`config.mk`:
```
export PLATFORM = sky130hd
export DESIGN_NAME = mlc_top
export DESIGN_NICKNAME = d
export VERILOG_FILES = /design/src/rtl/mlc_pkg.sv /design/src/rtl/mlc_mux2.sv /design/src/rtl/mlc_pin_src.sv /design/src/rtl/mlc_core.sv /design/src/rtl/mlc_top.sv
export SDC_FILE = /design/constraint.sdc
export NUM_CORES = 1
export LEC_CHECK = 0
export BUFFER_PORTS_ARGS = -buffer_cell sky130_fd_sc_hd__buf_4
export CORE_AREA = 2 2 39 41
export DETAILED_ROUTE_END_ITERATION = 12
export DIE_AREA = 0 0 41 43
export GPL_ROUTABILITY_DRIVEN = 0
export PLACE_DENSITY = 0.59
export SYNTH_ARGS = -nofsm -noshare
export SYNTH_HDL_FRONTEND = slang
export SYNTH_SLANG_ARGS = --single-unit
```
`constraint.sdc`:
```
create_clock -name clk -period 3.1 [get_ports clk]
set_clock_uncertainty 0.2 [all_clocks]
set_input_delay 0.155 -clock clk [delete_from_list [all_inputs] [get_ports clk]]
set_output_delay 0.155 -clock clk [all_outputs]
set_load 0.005 [all_outputs]
```
`src/rtl/mlc_pkg.sv`:
```
package mlc_pkg;

  localparam int PIN_CNT = 8;
  localparam int CODE_W  = 2;
  localparam int CFG_W   = PIN_CNT * CODE_W;

  // Pin positions inside the cell (order fixes the cfg bit layout)
  localparam int PIN_F0_D0  = 0;
  localparam int PIN_F0_D1  = 1;
  localparam int PIN_F0_SEL = 2;
  localparam int PIN_F1_D0  = 3;
  localparam int PIN_F1_D1  = 4;
  localparam int PIN_F1_SEL = 5;
  localparam int PIN_OS0    = 6;
  localparam int PIN_OS1    = 7;

  typedef enum logic [CODE_W-1:0] {
    SRC_ZERO = 2'b00,
    SRC_ONE  = 2'b01,
    SRC_VA   = 2'b10,
    SRC_VB   = 2'b11
  } src_e;

  // 2:1 selection: d0 when s is low, d1 when s is high
  function automatic logic mux_pick(input logic d0, input logic d1, input logic s);
    return (d0 & ~s) | (d1 & s);
  endfunction

  // Pin source decode
  function automatic logic src_value(input logic [CODE_W-1:0] code,
                                     input logic va, input logic vb);
    logic r;
    case (src_e'(code))
      SRC_ZERO: r = 1'b0;
      SRC_ONE:  r = 1'b1;
      SRC_VA:   r = va;
      default:  r = vb;
    endcase
    return r;
  endfunction

endpackage

```
`src/rtl/mlc_mux2.sv`:
```
module mlc_mux2 import mlc_pkg::*; (
  input  logic d0,
  input  logic d1,
  input  logic s,
  output logic y
);
  assign y = mux_pick(d0, d1, s);
endmodule

```
`src/rtl/mlc_pin_src.sv`:
```
module mlc_pin_src import mlc_pkg::*; #(
  parameter bit HAS_FB = 1'b0
) (
  input  logic [CODE_W-1:0] code,
  input  logic              va,
  input  logic              vb,
  input  logic              use_dir,
  input  logic              dir_val,
  input  logic              fb_en,
  input  logic              fb_val,
  output logic              pin
);
  logic coded;
  logic base;

  assign coded = src_value(code, va, vb);
  assign base  = use_dir ? dir_val : coded;

  generate
    if (HAS_FB) begin : g_fb
      assign pin = fb_en ? fb_val : base;
    end else begin : g_nofb
      logic unused_fb;
      assign unused_fb = fb_en ^ fb_val;
      assign pin = base;
    end
  endgenerate
endmodule

```
`src/rtl/mlc_core.sv`:
```
module mlc_core import mlc_pkg::*; (
  input  logic [PIN_CNT-1:0] pins,
  output logic               f0_out,
  output logic               f1_out,
  output logic               y
);
  logic out_sel;

  mlc_mux2 u_front0 (
    .d0(pins[PIN_F0_D0]), .d1(pins[PIN_F0_D1]), .s(pins[PIN_F0_SEL]), .y(f0_out)
  );

  mlc_mux2 u_front1 (
    .d0(pins[PIN_F1_D0]), .d1(pins[PIN_F1_D1]), .s(pins[PIN_F1_SEL]), .y(f1_out)
  );

  assign out_sel = pins[PIN_OS0] | pins[PIN_OS1];

  mlc_mux2 u_outmux (
    .d0(f0_out), .d1(f1_out), .s(out_sel), .y(y)
  );
endmodule

```
`src/rtl/mlc_top.sv`:
```
module mlc_top import mlc_pkg::*; #(
  parameter int FB_PIN = PIN_F0_D0
) (
  input  logic             clk,
  input  logic             rst_n,
  input  logic [CFG_W-1:0] cfg,
  input  logic             var_a,
  input  logic             var_b,
  input  logic             use_dir,
  input  logic [PIN_CNT-1:0] pin_dir,
  input  logic             fb_en,
  output logic             y
);
  logic [PIN_CNT-1:0] pin_w;
  logic               f0_w;
  logic               f1_w;
  logic               y_w;
  logic               fb_q;

  generate
    for (genvar i = 0; i < PIN_CNT; i++) begin : g_pin
      mlc_pin_src #(.HAS_FB(i == FB_PIN)) u_src (
        .code    (cfg[i*CODE_W +: CODE_W]),
        .va      (var_a),
        .vb      (var_b),
        .use_dir (use_dir),
        .dir_val (pin_dir[i]),
        .fb_en   (fb_en),
        .fb_val  (fb_q),
        .pin     (pin_w[i])
      );
    end
  endgenerate

  mlc_core u_core (
    .pins   (pin_w),
    .f0_out (f0_w),
    .f1_out (f1_w),
    .y      (y_w)
  );

  // Stored copy of the output that closes the feedback loop
  always_ff @(posedge clk or negedge rst_n) begin
    if (!rst_n)     fb_q <= 1'b0;
    else if (fb_en) fb_q <= y_w;
  end

  assign y = y_w;
endmodule

```
==> run summary, run 1 <==
post-CTS resize count - 0
min cycle time layout - 1.66 ns
Post-synth EDFFs - 0
first-pass iteration count of the detailed router - 2
Tcrit/Tclk final - 0.534
Power Density - 157 nW/µm²
Post-synth ARST share - 1.00
# setup viols final - 0
Final Total Pwr - 0.0000847 W
Peak VDD IR - 64.8 µV
Die X - 41 µm
crit path launch - var_b
gr ovfl total - 0
Worst Setup Start Kind - input port
WHS - 0.211 ns
max cap viols - 0
r2r endpoint - fb_q
Vert. Die Dim - 43 µm
Avg Vias per Cell - 4.99
flip-flop count of the largest register after layout - 1
#FFs+latches synth - 1
multi-input logic area - 246 µm²
Largest regs - fb_q: 1 flops
proportion of layout cells with a drive suffix above 1 - 0.500
Clock Latency Late Sink - 0 ns
Post-DP HPWL - 787 µm
area grow syn2layout - 79.9%
RR Startpoint - fb_q
post-route ant nets - 0
Max Slew Vio Count - 0
largest reg by FF count - fb_q
post-synth cell types - 27
crit path DAT - 1.30 ns
register area - 25.0 µm²
core area - 1380 µm²
Reg2Reg Depth - 5
total die area - 1760 µm²
io pins - 31
initial DRC count - 2
ys flop type - dfrtp_1
routed len/inst - 10.3 µm
RSZ-0062 raised after global routing - no
standard-cell row count - 14
total number of vias - 429
NumNets Final - 102
CP max FO - 4
Worst Setup End Kind - primary output
first-pass GRT wire length - 1.50 mm
Synth Instances - 41
max_slew headroom - 0.778
WS Path Type - input port to primary output
Synthesis Warnings - 0
drt drc - 0
FMAX - 604 MHz
sequential cell area fraction in the yosys report - 0.0837
worst-margin pin slew - 0.328 ns
GRT Util Overall - 0.112
worst path required time - 2.74 ns
largest net degree at the start of global routing - 11
non-filler instance count after layout - 86
Starting Density - 0.216
worst min path class - input port to flop
Avg Cell Area, Syn - 7.29 µm²
vias in the first global route - 403
Worst Setup EP - y
Static Leak - 0.259 nW
Fill cells - 157
setup TNS - 0 ns
Hold Vio Cnt, Final - 0
net count after synthesis - 71
# diodes - 0
WL final - 889 µm
initial antenna violation count - 0
Worst R2R Setup Slack - 1.66 ns
status - complete, no violations
Placed Cells incl. Taps - 85
Port Buffers - 30
mapped cell area - 299 µm²
clock slew seen by the registers of the worst setup and hold paths - 0 ns
layer usage:
layer	vias to the layer above	wire length, µm	track usage
met5	-	0	0
met4	0	0	0
met3	0	103	0.00524
met2	19	448	0.203
met1	187	336	0.146
li1	223	-	-
cells in the mapped netlist (2+ instances only):
cell,number,area [µm²]
a21oi_1,6,30.0
nand2_1,4,15.0
inv_1,3,11.3
a31oi_1,2,12.5
and3b_1,2,17.5
o211ai_1,2,15.0
o21ai_0,2,10.0
worst max-delay path: stages:
cell and delay [ns]:
buf_4 0.12, and3b_1 0.20, o31ai_1 0.07, or3_1 0.36, o211ai_1 0.14, nand3_1 0.11
buf_4 0.15
cells in the final DEF (no fill, tap or decap), types with 2 or more instances in the layout:
cell | netlist | final
nand2_1 | 4 | 4
o211ai_1 | 2 | 2
and3b_1 | 2 | 2
a21oi_1 | 6 | 6
buf_4 | 0 | 30
inv_1 | 3 | 3
a31oi_1 | 2 | 2
o21ai_0 | 2 | 2
area by class of cell:
| class | instances | area share |
|---|---|---|
| inverter | 3 | 0.0209 |
| tap | 16 | 0.0372 |
| sequential | 1 | 0.0465 |
| timing repair buffer | 31 | 0.437 |
| multi-input combinational | 35 | 0.458 |
per-stage QoR:
| step | utilization | worst slack [ns] | area (µm²) |
|---|---|---|---|
| 2_1_floorplan | - | 1.68 | 299 |
| 3_3_place_gp | 0.382 | 1.45 | 528 |
| 3_5_place_dp | 0.382 | 1.43 | 528 |
| 4_1_cts | 0.389 | 1.42 | 538 |
| 5_1_grt | 0.389 | 1.33 | 538 |
| 6_report | 0.389 | 1.44 | 538 |
worst min path at each step:
stage / from / to / cells past startpoint
6_report: fb_en / fb_q / 2
5_1_grt: fb_en / fb_q / 2
4_1_cts: fb_en / fb_q / 2
3_5_place_dp: rst_n / fb_q / 1
3_3_place_gp: rst_n / fb_q / 1
2_1_floorplan: rst_n / fb_q / 0
cell families (layout without fill, tap and decap cells):
family                 Yosys count  count (layout)  share of synthesized area
AO/OA/AOI/OAI                   20              20                      0.490
buffers and inverters            5              34                     0.0920
flip-flops                       1               1                     0.0837
multiplexers                     2               2                     0.0711
AND/OR/NAND/NOR                 13              13                      0.264
power breakdown:
part | internal, W | switching, W | leakage, nW
Clock | 0 | 0 | 0
Combinational | 0.0000426 | 0.0000258 | 0.248
Sequential | 0.0000153 | 0.000000984 | 0.0114
Total | 0.0000579 | 0.0000268 | 0.259
timing repair:
| action | CTS | global route |
|---|---|---|
| hold buffers | 1 | 0 |
| buffers inserted | 0 | 0 |
| hold endpoints to repair | 1 | 0 |
Note: power is estimated with default switching activity, not from simulation.
==> run 2, diff against run 1 <==
- clock period: 3.1 -> 1.6 ns (I/O delays scaled with it)
==> run summary, run 2 (synthesis results as in run 1) <==
Post-DP HPWL - 787 µm
Starting Density - 0.216
Peak VDD IR - 126 µV
# setup viols final - 0
CP max FO - 4
delay-heaviest family, CP - simple AND/OR/NAND/NOR gates
io pins - 31
HP Start - fb_en
Highest Signal Layer - met3
WL met1 - 337 µm
initial DRC count - 2
FMAX - 664 MHz
Worst Setup End Kind - primary output
total number of vias - 428
WS Path Type - input port to primary output
drt drc - 0
Reg2Reg Depth - 5
Clock Latency Late Sink - 0 ns
WHS Path Cells - 2
Final Total Pwr - 0.000165 W
worst min path class - input port to flop
Placed Cells incl. Taps - 85
worst path required time - 1.32 ns
WL final - 892 µm
Vert. Die Dim - 43 µm
largest reg by FF count - fb_q
total die area - 1760 µm²
area grow syn2layout - 81.2%
first-pass iteration count of the detailed router - 2
Tcrit/Tclk final - 0.941
first-pass GRT wire length - 1.50 mm
Max Slew Vio Count - 0
max incr delay on CP - 0.36 ns
post-route ant nets - 0
r2r endpoint - fb_q
WHS - 0.137 ns
CP Depth - 7
Routed met3 length - 103 µm
Die X - 41 µm
proportion of layout cells with a drive suffix above 1 - 0.514
min cycle time layout - 1.51 ns
core area - 1380 µm²
CP max stage cell - or3_1
Worst R2R Setup Slack - 0.16 ns
clock slew seen by the registers of the worst setup and hold paths - 0 ns
most frequent cells in the layout - buf_4 (30), a21oi_1 (5), nand2_1 (4), inv_1 (3)
RSZ-0062 raised after global routing - no
post-CTS setup buffers - 0
critical path's most frequent cell - buf_4
GRT Util Overall - 0.112
setup TNS - 0 ns
non-filler instance count after layout - 86
Buf/Inv on CP - 2
Endpoint, Worst Hold - fb_q
worst-margin pin slew - 0.328 ns
crit-path cells - buf_4 -> and3b_1 -> o31ai_1 -> or3_1 -> o211ai_1 -> nand3_1 -> buf_4
# diodes - 0
Worst Setup Start Kind - input port
NumNets Final - 102
most common cell after layout, fill and taps aside - buf_4
Hold Vio Cnt, Final - 0
initial antenna violation count - 0
max cap viols - 0
gr ovfl total - 0
flip-flop count of the largest register after layout - 1
Avg Vias per Cell - 4.98
Largest regs - fb_q: 1 flops
max_slew headroom - 0.778
finished layout cell area - 542 µm²
Met2 Wirelength - 451 µm
status - complete, no violations
vias in the first global route - 403
Static Leak - 0.259 nW
RR Startpoint - fb_q
area of placed instances - 528 µm²
standard-cell row count - 14
largest net degree at the start of global routing - 11
crit path DAT - 1.23 ns
Port Buffers - 30
routed len/inst - 10.4 µm
Power Density - 305 nW/µm²
[run 2: cell types whose count changed in the layout (fill, tap and decap cells not counted)]
cell,change
a21oi_1,-1
a21oi_2,+1
[run 2: metal layers]
| metal | GRT usage | up-vias |
|---|---|---|
| met5 | 0 | - |
| met4 | 0 | 0 |
| met3 | 0.00524 | 0 |
| met2 | 0.203 | 19 |
| met1 | 0.146 | 186 |
| li1 | - | 223 |
[run 2: worst max path at each step]
stage	from	endpoint
finish	var_b	y
global route	var_b	y
CTS	var_b	y
detailed placement	var_b	y
global placement	var_b	y
floorplan	fb_q	fb_q
[run 2: area by class of cell]
type                            instances  area (µm²)
Fill cell                             158         842
Inverter                                3        11.3
Multi-Input combinational cell         35         250
Sequential cell                         1        25.0
Tap cell                               16        20.0
Timing Repair Buffer                   31         235
[run 2: power breakdown]
group	leakage, nW	total (W)	internal [W]	switching [W]
clock	0	0	0	0
combinational	0.248	0.000134	0.0000830	0.0000507
sequential	0.0114	0.0000316	0.0000297	0.00000191
[run 2: per-stage QoR]
step                setup WS, ns   util
detailed placement        0.0762  0.382
global placement           0.103  0.382
floorplan                  0.222      -
CTS                       0.0747  0.389
global route             0.00230  0.392
finish                    0.0948  0.392
[run 2: timing repair]
item | CTS | global route
gates resized for setup | 0 | 1
hold buffers | 1 | 0
endpoints found under the setup margin | 0 | 1
endpoints found under the hold margin | 1 | 0
==> run 3, diff against run 2 <==
- CTS_BUF_LIST: not set -> sky130_fd_sc_hd__clkbuf_8
- PLACE_DENSITY: 0.59 -> 0.63
- SKIP_CTS_REPAIR_TIMING: not set -> 1
- SYNTH_HIERARCHICAL: not set -> 1
==> run summary, run 3 <==
status - complete, but fails checks
failing checks - setup timing
CP max stage cell - mux2_4
NetSw - 0.0000639 W
Hold Vio Cnt, Final - 0
post-route ant nets - 0
WS Path Type - input port to flop
Peak VDD IR - 165 µV
GRT Util Overall - 0.111
Synthesis Warnings - 6
Worst R2R Setup Slack - -0.06 ns
Synth Area in Simple Gates - 0.294
Starting Density - 0.246
WL final - 931 µm
RSZ-0062 raised after global routing - yes
# setup viols final - 2
Static Leak - 0.341 nW
Place WS - -0.161 ns
# diodes - 0
mapped cell area - 340 µm²
max_slew headroom - 0.849
Tcrit/Tclk final - 1.09
initial DRC count - 1
Avg Vias per Cell - 4.87
non-filler instance count after layout - 92
Largest regs - fb_q: 1 flops
Max Slew Vio Count - 0
flip-flop count of the largest register after layout - 1
drt drc - 0
synth cell count leaders - a21oi_1 (9), and3b_1 (7), nand2_1 (7), o31ai_2 (7), mux2_4 (4)
gr ovfl total - 0
combinational power share - 0.842
top-count cell post-synth - a21oi_1
P_int - 0.000160 W
vias in the first global route - 417
WHS - 0.152 ns
#FFs+latches synth - 1
post-synth cell types - 11
largest reg by FF count - fb_q
finished layout cell area - 656 µm²
total number of vias - 448
FMAX - 574 MHz
standard-cell row count - 14
Synth Instances - 40
Port Buffers - 30
crit-path cells - buf_4 -> and3b_1 -> o31ai_2 -> mux2_4 -> mux2_4 -> mux2_4
max cap viols - 0
worst path required time - 1.27 ns
area grow syn2layout - 92.6%
Seq pwr share - 0.158
Synth top area share - 0.257
Post-synth ARST share - 1.00
top cell type by total area after synthesis - o31ai_2
WHS Path Cells - 2
io pins - 31
switch share - 0.286
area of placed instances - 616 µm²
Clock Latency Late Sink - 0 ns
Compound-Gate Fraction of Synth Area - 0.445
Synth Area in Adders - 0
Vert. Die Dim - 43 µm
first-pass iteration count of the detailed router - 2
Worst Setup End Kind - flop
largest net degree at the start of global routing - 11
max incr delay on CP - 0.32 ns
clock slew seen by the registers of the worst setup and hold paths - 0 ns
initial antenna violation count - 0
Avg Cell Area, Syn - 8.51 µm²
Placed Cells incl. Taps - 90
worst-margin pin slew - 0.225 ns
sequential cell area fraction in the yosys report - 0.0735
ys flop type - dfrtp_1
CP max FO - 2
routed len/inst - 10.1 µm
crit path DAT - 1.42 ns
Worst Setup Start Kind - input port
Post-Synth XOR/XNOR Area - 0
main area contributors after synthesis - o31ai_2 (26%), and3b_1 (18%), mux2_4 (18%)
proportion of layout cells with a drive suffix above 1 - 0.618
total die area - 1760 µm²
clock share of power - 0
first-pass GRT wire length - 1.48 mm
net count after synthesis - 70
Reg2Reg Depth - 5
min cycle time layout - 1.74 ns
worst min path class - input port to flop
most common cell after layout, fill and taps aside - buf_4
core area - 1380 µm²
Power Density - 341 nW/µm²
NumNets Final - 108
Post-synth EDFFs - 0
multiplexer share of the synthesized area - 0.176
most frequent cells in the layout - buf_4 (29), a21oi_1 (9), and3b_1 (7), nand2_1 (7), o31ai_2 (7)
critical path's most frequent cell - mux2_4
post-layout worst setup margin - -0.142 ns
Die X - 41 µm
main combinational cell family by area after synthesis - compound AO/OA/AOI/OAI gates
## run 3: layout make-up
cell class                      instances  area, µm²
Fill cell                             140        728
Sequential cell                         1       25.0
Inverter                                1       3.75
Timing Repair Buffer                   36        295
Tap cell                               16       20.0
Multi-Input combinational cell         38        312
## run 3: worst paths after layout
| check | startpoint | to |
|---|---|---|
| setup / recovery | cfg[11] | fb_q |
| hold / removal | fb_en | fb_q |
| setup reg to reg | fb_q | fb_q |
| hold reg to reg | fb_q | fb_q |
| max in group asynchronous | rst_n | fb_q |
| min in group asynchronous | rst_n | fb_q |
## run 3: power groups by stage
stage | Combinational, W | Sequential, W | Clock [W]
floorplan | 0.0000800 | 0.0000340 | 0
CTS | 0.000171 | 0.0000353 | 0
finish | 0.000188 | 0.0000353 | 0
global route | 0.000206 | 0.0000362 | 0
detailed placement | 0.000172 | 0.0000346 | 0
global placement | 0.000168 | 0.0000350 | 0
## run 3: per-layer routing
metal | global-route usage | vias to the layer above | wire [µm]
met2 | 0.203 | 19 | 463
met4 | 0 | 0 | 0
met3 | 0 | 0 | 91
met1 | 0.146 | 198 | 376
met5 | 0 | - | 0
li1 | - | 231 | -
## run 3: metrics by stage
step / setup TNS (ns) / power [W] / util
floorplan: -0.0191 / 0.000114 / -
global placement: -0.136 / 0.000203 / 0.445
detailed placement: -0.161 / 0.000206 / 0.445
CTS: -0.157 / 0.000207 / 0.445
global route: -0.294 / 0.000243 / 0.474
finish: -0.200 / 0.000224 / 0.474
## run 3: cell families (layout without fill, tap and decap cells)
family	Yosys count	after routing
multiplexers	4	4
flip-flops	1	1
buffers and inverters	1	37
AO/OA/AOI/OAI	18	18
AND/OR/NAND/NOR	16	16
## run 3: critical path, delay by kind of cell
family,cells,cell delay (ns)
compound gates,1,0.21
buf+inv,1,0.11
mux,3,0.83
simple gates,1,0.17
